`config.mk`:
```
export PLATFORM = sky130hd
export DESIGN_NAME = kvq_classifier
export DESIGN_NICKNAME = d
export VERILOG_FILES = /design/src/rtl/kvq_pkg.sv /design/src/rtl/kvq_hdr_parse.sv /design/src/rtl/kvq_disp_decode.sv /design/src/rtl/kvq_classifier.sv
export SDC_FILE = /design/constraint.sdc
export NUM_CORES = 1
export LEC_CHECK = 0
export BUFFER_PORTS_ARGS = -buffer_cell sky130_fd_sc_hd__buf_4
export CORE_MARGIN = 4
export CORE_UTILIZATION = 62
export CTS_CLUSTER_DIAMETER = 150
export DETAILED_ROUTE_END_ITERATION = 10
export GPL_TIMING_DRIVEN = 1
export HOLD_SLACK_MARGIN = 0.05
export PLACE_DENSITY = 0.87
export SLEW_MARGIN = 30
export SYNTH_ARGS = -nofsm -noshare
export SYNTH_HDL_FRONTEND = slang
export SYNTH_SLANG_ARGS = --single-unit
```
`constraint.sdc`:
```
create_clock -name clk -period 3.3 [get_ports clk]
set_clock_uncertainty 0.1 [all_clocks]
set_input_delay 0.66 -clock clk [delete_from_list [all_inputs] [get_ports clk]]
set_output_delay 0.66 -clock clk [all_outputs]
set_load 0.02 [all_outputs]
```
`src/rtl/kvq_pkg.sv`:
```
package kvq_pkg;
  localparam int OP_W = 8;
  localparam logic [OP_W-1:0] OP_READ   = 8'h01;
  localparam logic [OP_W-1:0] OP_WRITE  = 8'h02;
  localparam logic [OP_W-1:0] OP_DELETE = 8'h03;
  localparam logic [OP_W-1:0] OP_UPDATE = 8'h04;

  typedef struct packed {
    logic reply;
    logic swap;
    logic inval;
    logic fwd;
    logic cache_wr;
    logic stat_hit;
    logic stat_miss;
    logic unknown;
  } kvq_act_t;
endpackage

```
`src/rtl/kvq_hdr_parse.sv`:
```
module kvq_hdr_parse
  import kvq_pkg::*;
#(
  parameter int W       = 32,
  parameter int KEY_W   = 128,
  parameter int KV_PORT = 8888
) (
  input  logic             clk,
  input  logic             rst,
  input  logic             i_valid,
  input  logic             i_sop,
  input  logic [W-1:0]     i_data,
  output logic             o_done,
  output logic             o_is_kv,
  output logic [OP_W-1:0]  o_op,
  output logic [W-1:0]     o_seq,
  output logic [KEY_W-1:0] o_key
);
  localparam int KEY_WORDS = KEY_W / W;
  localparam int LAST_IDX  = 2 + KEY_WORDS;
  localparam int CNT_W     = $clog2(LAST_IDX + 1);

  logic             active;
  logic [CNT_W-1:0] cnt;
  logic [OP_W-1:0]  op_q;
  logic [W-1:0]     seq_q;
  logic [KEY_W-1:0] key_q;
  logic             port_match;
  logic             body_word;
  logic             last_word;
  logic [KEY_W+W-1:0] key_cat;

  assign port_match = (i_data[15:0] == KV_PORT[15:0]);
  assign body_word  = i_valid && !i_sop && active;
  assign last_word  = body_word && (cnt == CNT_W'(LAST_IDX));
  assign key_cat    = {key_q, i_data};

  always_ff @(posedge clk) begin
    if (rst) begin
      active <= 1'b0;
      cnt    <= '0;
      op_q   <= '0;
      seq_q  <= '0;
      key_q  <= '0;
    end else if (i_valid && i_sop) begin
      active <= port_match;
      cnt    <= CNT_W'(1);
    end else if (body_word) begin
      if (cnt == CNT_W'(1)) op_q  <= i_data[W-1 -: OP_W];
      if (cnt == CNT_W'(2)) seq_q <= i_data;
      if (cnt >= CNT_W'(3)) key_q <= key_cat[KEY_W-1:0];
      if (last_word) active <= 1'b0;
      else           cnt    <= cnt + CNT_W'(1);
    end
  end

  assign o_done  = (i_valid && i_sop && !port_match) || last_word;
  assign o_is_kv = !i_sop;
  assign o_op    = op_q;
  assign o_seq   = seq_q;
  assign o_key   = key_cat[KEY_W-1:0];

  a_r3_cnt_in_range: assert property (@(posedge clk) disable iff (rst)
    active |-> (cnt >= CNT_W'(1) && cnt <= CNT_W'(LAST_IDX)));
  a_r12_done_needs_word: assert property (@(posedge clk) disable iff (rst)
    (o_done && !i_sop) |-> $past(active));
endmodule

```
`src/rtl/kvq_disp_decode.sv`:
```
module kvq_disp_decode
  import kvq_pkg::*;
(
  input  logic            i_is_kv,
  input  logic [OP_W-1:0] i_op,
  input  logic            i_hit,
  output kvq_act_t        o_act
);
  always_comb begin
    o_act = '0;
    if (i_is_kv) begin
      unique case (i_op)
        OP_READ: begin
          if (i_hit) begin
            o_act.reply    = 1'b1;
            o_act.swap     = 1'b1;
            o_act.stat_hit = 1'b1;
          end else begin
            o_act.fwd       = 1'b1;
            o_act.stat_miss = 1'b1;
          end
        end
        OP_WRITE, OP_DELETE: begin
          o_act.fwd   = 1'b1;
          o_act.inval = i_hit;
        end
        OP_UPDATE: o_act.cache_wr = 1'b1;
        default: begin
          o_act.fwd     = 1'b1;
          o_act.unknown = 1'b1;
        end
      endcase
    end
  end
endmodule

```
`src/rtl/kvq_classifier.sv`:
```
module kvq_classifier
  import kvq_pkg::*;
#(
  parameter int W       = 32,
  parameter int KEY_W   = 128,
  parameter int KV_PORT = 8888
) (
  input  logic             clk,
  input  logic             rst,
  input  logic             i_valid,
  input  logic             i_sop,
  input  logic [W-1:0]     i_data,
  input  logic             i_hit,
  output logic             o_valid,
  output logic             o_is_kv,
  output logic [OP_W-1:0]  o_op,
  output logic [W-1:0]     o_seq,
  output logic [KEY_W-1:0] o_key,
  output logic             o_reply,
  output logic             o_swap,
  output logic             o_inval,
  output logic             o_fwd,
  output logic             o_cache_wr,
  output logic             o_stat_hit,
  output logic             o_stat_miss,
  output logic             o_unknown
);
  logic             p_done, p_is_kv;
  logic [OP_W-1:0]  p_op;
  logic [W-1:0]     p_seq;
  logic [KEY_W-1:0] p_key;
  kvq_act_t         d_act, act_q;

  kvq_hdr_parse #(.W(W), .KEY_W(KEY_W), .KV_PORT(KV_PORT)) u_parse (
    .clk(clk), .rst(rst), .i_valid(i_valid), .i_sop(i_sop), .i_data(i_data),
    .o_done(p_done), .o_is_kv(p_is_kv), .o_op(p_op), .o_seq(p_seq), .o_key(p_key)
  );

  kvq_disp_decode u_dec (
    .i_is_kv(p_is_kv), .i_op(p_op), .i_hit(i_hit), .o_act(d_act)
  );

  always_ff @(posedge clk) begin
    if (rst) begin
      o_valid <= 1'b0;
      o_is_kv <= 1'b0;
      o_op    <= '0;
      o_seq   <= '0;
      o_key   <= '0;
      act_q   <= '0;
    end else begin
      o_valid <= p_done;
      act_q   <= p_done ? d_act : '0;
      if (p_done) begin
        o_is_kv <= p_is_kv;
        o_op    <= p_is_kv ? p_op  : '0;
        o_seq   <= p_is_kv ? p_seq : '0;
        o_key   <= p_is_kv ? p_key : '0;
      end
    end
  end

  assign o_reply     = act_q.reply;
  assign o_swap      = act_q.swap;
  assign o_inval     = act_q.inval;
  assign o_fwd       = act_q.fwd;
  assign o_cache_wr  = act_q.cache_wr;
  assign o_stat_hit  = act_q.stat_hit;
  assign o_stat_miss = act_q.stat_miss;
  assign o_unknown   = act_q.unknown;

  a_r1_flags_need_valid: assert property (@(posedge clk) disable iff (rst)
    !o_valid |-> (act_q == '0));
  a_r2_plain_no_action: assert property (@(posedge clk) disable iff (rst)
    (o_valid && !o_is_kv) |-> (act_q == '0));
  a_r4_reply_turns_back: assert property (@(posedge clk) disable iff (rst)
    o_reply |-> (o_swap && o_stat_hit && !o_fwd && !o_stat_miss));
  a_r8_update_not_forwarded: assert property (@(posedge clk) disable iff (rst)
    o_cache_wr |-> (!o_fwd && !o_reply && !o_inval));
  a_r11_pulse_from_word: assert property (@(posedge clk) disable iff (rst)
    o_valid |-> $past(i_valid));
  a_r6_inval_forwards: assert property (@(posedge clk) disable iff (rst)
    o_inval |-> (o_fwd && !o_reply));
endmodule

```
# [Yosys cells after proc, flatten, opt, wreduce, memory -nomap -nowiden]
# Index checks and enable logic that the tools add are counted.
[classes] n_addsub=1 n_lt_le_gt_ge=1 n_eq_ne=9 n_mux=15 bitwise=5 n_reduce_logical=22
[op_table] cell="2-to-1 mux 128 bit" count=1
[op_table] cell="2-to-1 mux 32 bit" count=1
[op_table] cell="equality test 16 x 14 -> 1 bit (second input constant)" count=1
[op_table] cell="equality test 8 x 2 -> 1 bit (second input constant)" count=2
[op_table] cell="OR reduction 4 bit" count=3
[op_table] cell="2-to-1 mux 1 bit" count=10
[op_table] cell="AND reduction 3 bit" count=3
[op_table] cell="equality test 8 x 1 -> 1 bit (second input constant)" count=1
[op_table] cell="equality test 8 x 3 -> 1 bit (second input constant)" count=1
[op_table] cell="2-to-1 mux 8 bit" count=1
[op_table] cell="AND reduction 2 bit" count=3
[op_table] cell="logical AND 1 bit" count=5
[op_table] cell="NOT 1 bit" count=5
[op_table] cell="nonzero test 2 bit" count=2
[op_table] cell="OR reduction 2 bit" count=2
[op_table] cell="adder 3 x 1 -> 3 bit (second input constant)" count=1
[op_table] cell="equality test 3 x 1 -> 1 bit (second input constant)" count=1
[op_table] cell="equality test 3 x 2 -> 1 bit (second input constant)" count=1
[op_table] cell="equality test 3 bit (second input constant)" count=1
[op_table] cell="greater-or-equal comparator 3 x 2 -> 1 bit (second input constant)" count=1
[op_table] cell="OR reduction 3 bit" count=1
[op_table] cell="logical NOT 1 bit" count=2
[op_table] cell="2-to-1 mux 2 bit" count=1
[op_table] cell="inequality test 2 bit (second input constant)" count=1
[op_table] cell="2 further kinds" count=2
[totals] ff_bits=318 in_bits=37 output_inout_bits=178

# [Logic depth before layout (Yosys ltp)]
# Gate-level depths: netlist (run 1).
[depth] word_depth=7 ltp_mapped=8 mapped_depth_nobuf=5

# [By module]
# A second synthesis (run 1) with hierarchy kept.
[hier_totals] cells_unflattened=1480 hier_area_um2=12644.6
[by_module_without_submodules] mod="kvq_classifier" n_inst=1 cells_each=769 area_each_um2=6780.3 seq_area_each_um2=3563.4
[by_module_without_submodules] mod="kvq_hdr_parse" n_inst=1 cells_each=692 area_each_um2=5734.2 seq_area_each_um2=2802.7
[by_module_without_submodules] mod="kvq_disp_decode" n_inst=1 cells_each=19 area_each_um2=130.1 seq_area_each_um2=0.0

# [Worst setup path before layout (run 1)]
# Ideal clock, no wire load.
[synth_path] path_type="input-to-reg" start="input port i_sop" end="register o_key[72]" t_arrival_ns=1.723 required_time_ns=3.062 slack_ns=1.339 path_stages=7 n_path_buf=4 path_cell_list="nand3b_4 buf_4 buf_6 nor2_4 buf_2 buf_4 o221ai_1"
[synth_between] elab_chain_len=5 elab_cells_between_ends=8 classes_between="1 x mux; 7 x reduce/logical"
[synth_rtl] item="start: declaration" line="kvq_classifier.sv:11" rtl="input logic i_sop,"
[synth_rtl] item="logical NOT 1 bit" line="kvq_hdr_parse.sv:34" rtl="assign body_word = i_valid && !i_sop && active;"
[synth_rtl] item="logical AND 1 bit (2 in series)" line="kvq_hdr_parse.sv:34"
[synth_rtl] item="logical AND 1 bit" line="kvq_hdr_parse.sv:35" rtl="assign last_word = body_word && (cnt == CNT_W'(LAST_IDX));"
[synth_rtl] item="logical OR 1 bit" line="kvq_hdr_parse.sv:57" rtl="assign o_done = (i_valid && i_sop && !port_match) || last_word;"
[synth_rtl] item="end signal: assignment" line="kvq_classifier.sv:58" rtl="o_key <= p_is_kv ? p_key : '0;"
[synth_rtl] item="end: declaration" line="kvq_classifier.sv:18" rtl="output logic [KEY_W-1:0] o_key,"
# Parallel ways exist; a longest one is shown, timed or not.
# A chain may end at the register's enable or synchronous reset.

# [Worst setup path after layout (run 1)]
[layout_path] start="register u_parse.cnt[0]" end="register o_key[18]"
[layout_between] elab_chain_len=3
[layout_rtl] item="start: declaration" line="kvq_hdr_parse.sv:24" rtl="logic [CNT_W-1:0] cnt;"
[layout_rtl] item="start signal: assignment" line="kvq_hdr_parse.sv:53" rtl="else cnt <= cnt + CNT_W'(1);"
[layout_rtl] item="equality test 3 bit" line="kvq_hdr_parse.sv:35"
[layout_rtl] item="logical AND 1 bit" line="kvq_hdr_parse.sv:35"
[layout_rtl] item="logical OR 1 bit" line="kvq_hdr_parse.sv:57"
# No other way between the ends.

==> results of run 1 <==
-- critical path, cell delays in order, from the launching register on --
cell      delay, ns
dfxtp_1        0.46
inv_1          0.10
ha_1           0.30
nand2_4        0.70
buf_4          0.47
o21ai_0        0.14
o221ai_1       0.20
-- flip-flops by register name (all words and copies together) (netlist names), 3 cells and up --
| register | flops |
|---|---|
| o_op | 8 |
| u_parse.o_seq | 32 |
| u_parse.o_op | 8 |
| u_parse.cnt | 3 |
| u_parse.key_q | 96 |
| o_key | 128 |
| o_seq | 32 |
-- stage by stage --
stage               cells  utilization (%)  setup slack (ns)
floorplan            1767                -              1.34
global placement     2105             70.3             0.926
detailed placement   2105             70.3             0.791
CTS                  2165             75.2             0.747
global route         2165             75.2             0.523
finish               2165             75.2             0.688
-- power groups by stage --
stage / Clock, mW / Sequential [mW] / Combinational [mW]
2_1_floorplan: 0 / 3.90 / 0.142
3_3_place_gp: 0 / 3.90 / 0.246
3_5_place_dp: 0 / 3.90 / 0.245
4_1_cts: 3.92 / 3.82 / 0.246
5_1_grt: 4.09 / 3.82 / 0.266
6_report: 3.92 / 3.82 / 0.252
-- cell usage in the layout, fill, tap and decap left out, drive strengths merged, types with 6 or more instances in the layout --
| cell type | n |
|---|---|
| nand2 | 100 |
| dfxtp | 316 |
| clkinv | 9 |
| clkbuf | 47 |
| buf | 243 |
| o211ai | 73 |
| nor2b | 168 |
| mux2i | 40 |
| nand2b | 75 |
| a21oi | 99 |
| o221ai | 168 |
| nand3 | 99 |
| inv | 6 |
| nand4b | 96 |
| o21ai | 266 |
-- worst paths after layout --
check | startpoint | to | slack [ns]
max reg2reg | u_parse.cnt[0] | o_key[18] | 0.69
max | u_parse.cnt[0] | o_key[18] | 0.69
min | i_hit | o_stat_miss | 0.24
min reg2reg | u_parse.key_q[82] | u_parse.key_q[82] | 0.38
-- synth_stat cells (2+ instances only) --
master	instances	area share (%)
nand3b_1	2	0.099
inv_1	5	0.12
ha_1	4	0.33
o221ai_1	168	9.7
nor2b_1	168	7.0
nand3_1	99	3.3
a41oi_1	2	0.12
and2_1	2	0.083
nor2_1	2	0.050
a21oi_1	99	3.3
o211ai_1	73	3.6
clkbuf_1	162	4.0
mux2i_1	40	2.7
dfxtp_1	316	42
buf_1	17	0.42
nand2_1	100	2.5
nand4b_1	96	5.6
nor4b_2	3	0.30
buf_2	39	1.3
o21ai_0	266	8.8
buf_4	5	0.25
nand2b_1	75	3.1
nor3_1	3	0.099
-- metal layers --
layer / global-route usage [%] / vias up / share of wire, %
met4: 11.1 / 2 / 3.7
met5: 0 / - / 0.018
li1: - / 6663 / -
met3: 5.72 / 132 / 10
met2: 48.0 / 868 / 45
met1: 46.5 / 7047 / 42
-- final cells by class --
cell class	count	area (um2)	share of cell area [%]
clock buffers	47	1010	5.68
clock inverters	13	144	0.808
inverters	5	18.8	0.105
multi-input cells	1222	7870	44.2
flip-flops and latches	316	6330	35.5
well taps	319	399	2.24
repair buffers	243	2030	11.4
-- cell families (layout without fill, tap and decap cells) --
kind of cell / after synthesis / count (layout)
AOI/OAI and AO/OA: 617 / 617
xor gates and xnor gates: 1 / 1
adders and majority gates: 4 / 4
buffers and inverters: 229 / 308
DFF: 316 / 316
muxes: 40 / 40
and+or+nand+nor: 560 / 560
==> results.yml, run 1 <==
detailed_routing:
  ant_nets: 0
  drcViolationCount: 0
  num_vias: 14700
  drt-pass1-iter-count: 6
  detail_route.wirelength_um: 45000
  first_iter_violations: 1993
  wl_per_cell_um: 20.8
  vias_per_cell: 6.80
clocking:
  clk_pin_slew_worst_paths_ns: 0.06
  cts_buffer_depth: 3
  clkSinkCount: 316
  ctsHoldBuffers: 0
  cts-root-buf: "clkbuf_16"
  cts_post_setup_buffers_inserted: 0
  cts_max_level: 2
  ctsResizeCount: 0
  cts_buffers: 34
  cts_tree: "yes"
  clock_latency_ns: 0.51
sta:
  finalCritPeriodShare_pct: 79.2
  whs_ns: 0.243
  tns_ns: 0
  period_minus_slack_ns: 2.61
  rsz0062_at_grt: "no"
  slew_headroom_pct: 36.6
  tightest_slew_ns: 0.951
  fmax_mhz: 383
  hold_viol: 0
  slew_violations: 0
  setup_viol: 0
synthesis:
  ys_seq_elements: 316
  synth_ff_type: "dfxtp_1"
  synth_fp_nets: 1808
  ys_types: 44
  synth_compound_area_share_pct: 26.1
  synth_area_per_cell_um2: 8.54
  synth_top_family_by_area: "compound AO/OA/AOI/OAI gates"
  ys_warn_count: 0
  yosys.area_share.simple_pct: 22.7
  syn_inst: 1767
  synthMuxAreaShare_pct: 2.65
  async_flop_share_pct: 0
  synth_area_um2: 15100
  seq_area_frac_synth_pct: 41.9
  synthAdderAreaFrac_pct: 0.332
  synth-xor-area-share_pct: 0.0580
  synth_edf_count: 0
global_route:
  first_global_vias: 13300
  antenna_found_initial: 1
  grt_first_pass_wirelength_um: 71500
  grt_max_degree: 152
  grt_overflow: 0
  grt.total_usage_pct: 32.0
critical_path:
  cp-end-kind: "flop"
  critPathKind: "flop to flop"
  cp_max_fo: 88
  crit_arrival_ns: 2.92
  reg2regPathDepth: 6
  cp_data_required_time_ns: 3.61
  cp-start-kind: "flop"
finish:
  nNetsFinal: 1863
  antennaDiodeCount: 0
  final_layout_size_suffix_gt1_share_pct: 17.1
  design_area_um2: 17800
  area_delta_synth_final_pct: 17.9
  nFillCells: 1699
die:
  initial_core_util_pct: 63.7
  fp.dieH_um: 164
  core-area_um2: 23700
  dieWidth_um: 164
  num_rows: 56
  ios: 215
  dieArea_um2: 26900
hold_path:
  hold_path_class: "primary input to flop"
  whs_path_depth: 2
power:
  ir_worst_vdd_v: 0.000398
  power_density_nw_per_um2: 449
  p_int_mw: 6.28
  p_leak_nw: 6.31
  seqPwrFrac_pct: 47.8
  power_switching_share_pct: 21.3
  p_switching_mw: 1.70
  finalPower_mw: 7.98
  clock_power_share_pct: 49.0
  comb_power_share_pct: 3.2
status:
  outcome: "finished clean"
placed_design:
  postPlaceCellArea_um2: 16600
  gp_congestion: 0.887
  hpwlAfterDp_um: 27300
  io_buffers: 214
flow_run:
  drv_cap: 0
No activity file was read; power rests on OpenSTA's default activity.
==> inputs of run 2 (changes only) <==
--- a/config.mk
+++ b/config.mk
@@ -7,12 +7,12 @@
 export LEC_CHECK = 0
 export BUFFER_PORTS_ARGS = -buffer_cell sky130_fd_sc_hd__buf_4
 export CORE_MARGIN = 4
-export CORE_UTILIZATION = 62
+export CORE_UTILIZATION = 58
 export CTS_CLUSTER_DIAMETER = 150
 export DETAILED_ROUTE_END_ITERATION = 10
 export GPL_TIMING_DRIVEN = 1
 export HOLD_SLACK_MARGIN = 0.05
-export PLACE_DENSITY = 0.87
+export PLACE_DENSITY = 0.83
 export SLEW_MARGIN = 30
 export SYNTH_ARGS = -nofsm -noshare
 export SYNTH_HDL_FRONTEND = slang
==> constraint.sdc (replaced) <==
create_clock -name clk -period 2.7 [get_ports clk]
set_clock_uncertainty 0.1 [all_clocks]
set_input_delay 0.54 -clock clk [delete_from_list [all_inputs] [get_ports clk]]
set_output_delay 0.54 -clock clk [all_outputs]
set_load 0.02 [all_outputs]
==> results.yml, run 2 (synthesis results as in run 1) <==
detailed_routing:
  drcViolationCount: 0
  num_vias: 14500
  first_iter_violations: 1996
  drt-pass1-iter-count: 6
  detail_route.wirelength_um: 45800
  vias_per_cell: 6.64
  ant_nets: 0
  wl_per_cell_um: 21.0
finish:
  top_register: "o_key"
  layout.cells.most_common: "dfxtp_1"
  area_delta_synth_final_pct: 18.3
  utilization_pct: 70.3
  largest_registers: "o_key: 128 flops, u_parse.key_q: 96 flops"
  nNetsFinal: 1869
  largest_reg_flops: 128
  final_layout_size_suffix_gt1_share_pct: 17.1
  mostFrequentLayoutCells: "316 x dfxtp_1, 266 x o21ai_0, 230 x buf_4, 168 x nor2b_1, 168 x o221ai_1"
global_route:
  grt.total_usage_pct: 30.1
  grt_max_degree: 135
  grt_first_pass_wirelength_um: 72400
  first_global_vias: 13300
  grt_overflow: 0
  antenna_found_initial: 1
clocking:
  cts_max_level: 2
  cts_post_setup_buffers_inserted: 0
  clkSinkCount: 316
  cts_buffers: 34
  ctsResizeCount: 0
  clk_pin_slew_worst_paths_ns: 0.06
  cts_buffer_depth: 3
  clock_latency_ns: 0.51
  cts_tree: "yes"
  cts-root-buf: "clkbuf_16"
  ctsHoldBuffers: 0
hold_path:
  min-delay-start: "i_hit"
  whs_path_depth: 2
  hold_path_class: "primary input to flop"
  hold_end: "o_stat_miss"
placed_design:
  hpwlAfterDp_um: 28000
  gp_congestion: 0.902
  io_buffers: 214
critical_path:
  rr_endpoint: "o_key[10]"
  crit_arrival_ns: 2.60
  critPathKind: "flop to flop"
  cp_data_required_time_ns: 3.02
  cp-end-kind: "flop"
  reg2reg_from: "u_parse.cnt[0]"
  r2r_slack_ns: 0.42
  cp-start-kind: "flop"
  reg2regPathDepth: 6
  cp_max_fo: 134
sta:
  setup_viol: 0
  hold_viol: 0
  rsz0062_at_grt: "no"
  period_minus_slack_ns: 2.28
  fmax_mhz: 439
  tns_ns: 0
  finalCritPeriodShare_pct: 84.4
  slew_headroom_pct: 49.3
  tightest_slew_ns: 0.751
  slew_violations: 0
die:
  ios: 215
  fp.dieH_um: 169
  dieWidth_um: 169
  initial_core_util_pct: 59.4
  num_rows: 58
  dieArea_um2: 28700
  core-area_um2: 25400
flow_run:
  drv_cap: 0
power:
  power_density_nw_per_um2: 540
  ir_worst_vdd_v: 0.000402
  p_leak_nw: 6.32
  finalPower_mw: 9.63
status:
  outcome: "finished clean"
## run 2: changes by cell type in the layout (fill, tap and decap cells not counted), sizes merged
cell,change
clkinvlp,+1
clkbuf,+4
buf,+6
diode,+1
bufinv,-2
clkinv,-4
## run 2: stage by stage
step	instances	cell area, um2	hold WS [ns]	setup slack, ns
5_1_grt	2181	17900	0.142	0.231
3_5_place_dp	2122	16700	0.370	0.466
3_3_place_gp	2122	16700	0.364	0.615
4_1_cts	2181	17900	0.127	0.470
2_1_floorplan	1767	15100	0.353	0.814
6_report	2182	17900	0.138	0.422
## run 2: per-layer routing
layer | wire length (um) | up-vias | global-route usage (%) | part of all wire (%)
li1 | - | 6680 | - | -
met1 | 19200 | 6933 | 42.9 | 42
met2 | 20600 | 771 | 45.6 | 45
met3 | 4400 | 106 | 5.68 | 9.6
met4 | 1660 | 0 | 11.0 | 3.6
met5 | 0 | - | 0 | 0
## run 2: worst max-delay path: stages (launching register included)
cell,delay [ns]
dfxtp_1,0.47
inv_1,0.11
ha_1,0.29
nand2_4,0.29
buf_12,0.40
o21ai_0,0.20
o221ai_1,0.21
## run 2: report_power, final
group	leakage (nW)	internal, mW	switching (mW)
logic	3.23	0.112	0.205
clock network	0.548	2.76	1.89
registers	2.54	4.66	0.00248
## run 2: layout make-up
type,instances,area [um2]
repair buffers,249,2100
clock inverters,8,73.8
inverters,5,18.8
fillers,1977,7550
multi-input cells,1222,7880
clock buffers,51,1040
flip-flops and latches,316,6330
well taps,330,413
diodes,1,2.50
## run 2: worst max path at each step
stage / cells past startpoint / slack, ns / end / from
after floorplan: 7 / 0.81 / u_parse.key_q[87] / u_parse.cnt[0]
after global placement: 5 / 0.62 / o_key[41] / u_parse.cnt[1]
after detailed placement: 6 / 0.47 / o_key[10] / u_parse.cnt[0]
after CTS: 6 / 0.47 / o_key[10] / u_parse.cnt[0]
after global routing: 6 / 0.23 / o_seq[0] / u_parse.cnt[0]
final: 6 / 0.42 / o_key[10] / u_parse.cnt[0]
==> inputs of run 3 (changes only) <==
==> constraint.sdc (replaced) <==
create_clock -name clk -period 2.2 [get_ports clk]
set_clock_uncertainty 0.1 [all_clocks]
set_input_delay 0.44 -clock clk [delete_from_list [all_inputs] [get_ports clk]]
set_output_delay 0.44 -clock clk [all_outputs]
set_load 0.02 [all_outputs]
==> results.yml, run 3 (synthesis results as in run 1) <==
sta:
  tightest_slew_ns: 0.635
  finalWorstSetupSlack_ns: 0.112
  hold_viol: 0
  finalCritPeriodShare_pct: 94.9
  fmax_mhz: 479
  period_minus_slack_ns: 2.09
  tns_ns: 0
  setup_viol: 0
  slew_violations: 0
  slew_headroom_pct: 57.7
finish:
  layout.cells.most_common: "dfxtp_1"
  antennaDiodeCount: 0
  utilization_pct: 71.3
  design_area_um2: 18100
  area_delta_synth_final_pct: 20.1
  nNetsFinal: 1894
  nFillCells: 1946
  largest_reg_flops: 128
  top_register: "o_key"
  largest_registers: "o_key: 128 flops, u_parse.key_q: 96 flops"
  final_layout_size_suffix_gt1_share_pct: 18.2
  mostFrequentLayoutCells: "316 x dfxtp_1, 266 x o21ai_0, 245 x buf_4, 168 x nor2b_1, 168 x o221ai_1"
critical_path:
  crit_chain: "inv_1 -> ha_2 -> nand2_4 -> buf_4 -> o21ai_0 -> o221ai_1"
  cp_top_family: "buffers and inverters"
  critPathKind: "flop to flop"
  cp-end-kind: "flop"
  crit_arrival_ns: 2.40
  cp-start-kind: "flop"
  crit_slowest_cell: "dfxtp_1"
  critPathLaunch: "u_parse.cnt[0]"
  r2r_slack_ns: 0.11
  cp_max_fo: 28
  crit_path_end: "o_key[75]"
  cp_data_required_time_ns: 2.52
  cp_num_buf_inv: 2
  rr_endpoint: "o_key[75]"
  max_stage_delay_ns: 0.47
  reg2reg_from: "u_parse.cnt[0]"
  reg2regPathDepth: 6
  cp.depth: 6
flow_run:
  drv_cap: 0
power:
  p_leak_nw: 6.47
  finalPower_mw: 11.8
  ir_worst_vdd_v: 0.000564
  power_density_nw_per_um2: 652
detailed_routing:
  first_iter_violations: 2056
  ant_nets: 0
  drcViolationCount: 0
  num_vias: 14700
  vias_per_cell: 6.68
  detail_route.wirelength_um: 46500
  drt-pass1-iter-count: 6
  wl_per_cell_um: 21.1
global_route:
  grt_first_pass_wirelength_um: 73600
  grt_overflow: 0
  grt.total_usage_pct: 30.6
  first_global_vias: 13500
  grt_max_degree: 101
  antenna_found_initial: 1
clocking:
  cts_max_level: 2
  cts_buffers: 34
  clkSinkCount: 316
  clk_pin_slew_worst_paths_ns: 0.06
  clock_latency_ns: 0.50
  cts_post_setup_buffers_inserted: 0
  cts_tree: "yes"
  cts-root-buf: "clkbuf_16"
  cts_buffer_depth: 3
hold_path:
  whs_path_depth: 3
  hold_path_class: "primary input to flop"
placed_design:
  place_ws_ns: 0.100
  gp_congestion: 0.873
  hpwlAfterDp_um: 29200
  io_buffers: 214
  postPlaceCellArea_um2: 17000
die:
  dieWidth_um: 169
  ios: 215
  num_rows: 58
  dieArea_um2: 28700
  core-area_um2: 25400
  initial_core_util_pct: 59.4
  fp.dieH_um: 169
status:
  outcome: "finished clean"
run 3: cell types whose count changed in the layout (fill, tap and decap cells not counted):
| cell | change |
|---|---|
| buf_12 | +6 |
| buf_4 | +15 |
| buf_6 | +3 |
| clkbuf_1 | -1 |
| clkbuf_16 | -2 |
| clkbuf_8 | +4 |
| clkinvlp_4 | -1 |
| diode_2 | -1 |
| dlygate4sd3_1 | +1 |
| ha_1 | -1 |
| ha_2 | +1 |
| inv_6 | +1 |
| inv_8 | -1 |
run 3: final cells by class:
class                      instances  area [um2]  share of cell area [%]
multi-input combinational       1222        7880                    43.5
sequential                       316        6330                    34.9
timing repair buffer             274        2380                    13.1
clock buffer                      52        1040                    5.74
tap                              330         413                    2.28
clock inverter                     7        63.8                   0.352
inverter                           5        18.8                   0.104
run 3: timing repair:
action	CTS	global route
hold buffers	1	0
endpoints found under the hold margin	1	0
resized for setup	0	4
setup endpoints to repair	0	89
run 3: worst reg2reg max path, stage by stage (launching register included):
cell      delay, ns
dfxtp_1        0.47
inv_1          0.13
ha_2           0.25
nand2_4        0.30
buf_4          0.36
o21ai_0        0.16
o221ai_1       0.22
run 3: through the flow:
step | hold WS (ns) | cells
after CTS | 0.110 | 2206
final | 0.120 | 2206
after global placement | 0.365 | 2146
after global routing | 0.114 | 2206
after detailed placement | 0.369 | 2146
after floorplan | 0.353 | 1767
run 3: layer usage:
metal | global-route usage [%] | vias up | share of wire (%)
met2 | 47.1 | 798 | 46
met3 | 4.91 | 109 | 9.2
met4 | 9.73 | 2 | 3.2
met5 | 0 | - | 0.015
met1 | 44.3 | 7105 | 42
li1 | - | 6731 | -
run 3: report_power, final:
group | total [mW] | switching (mW) | leakage (nW) | internal, mW
Sequential | 5.73 | 0.00312 | 2.54 | 5.72
Combinational | 0.422 | 0.260 | 3.38 | 0.162
Clock | 5.66 | 2.29 | 0.550 | 3.37
Total | 11.8 | 2.56 | 6.47 | 9.26
run 3: worst min path at each step:
stage                                 start                 to  slack, ns
final                             i_data[6]   u_parse.key_q[6]       0.12
after global routing             i_data[22]  u_parse.key_q[22]       0.11
after CTS                         i_data[6]   u_parse.key_q[6]       0.11
after detailed placement  u_parse.key_q[85]  u_parse.key_q[85]       0.37
after global placement    u_parse.key_q[89]  u_parse.key_q[89]       0.36
after floorplan            u_parse.key_q[0]  u_parse.key_q[32]       0.35
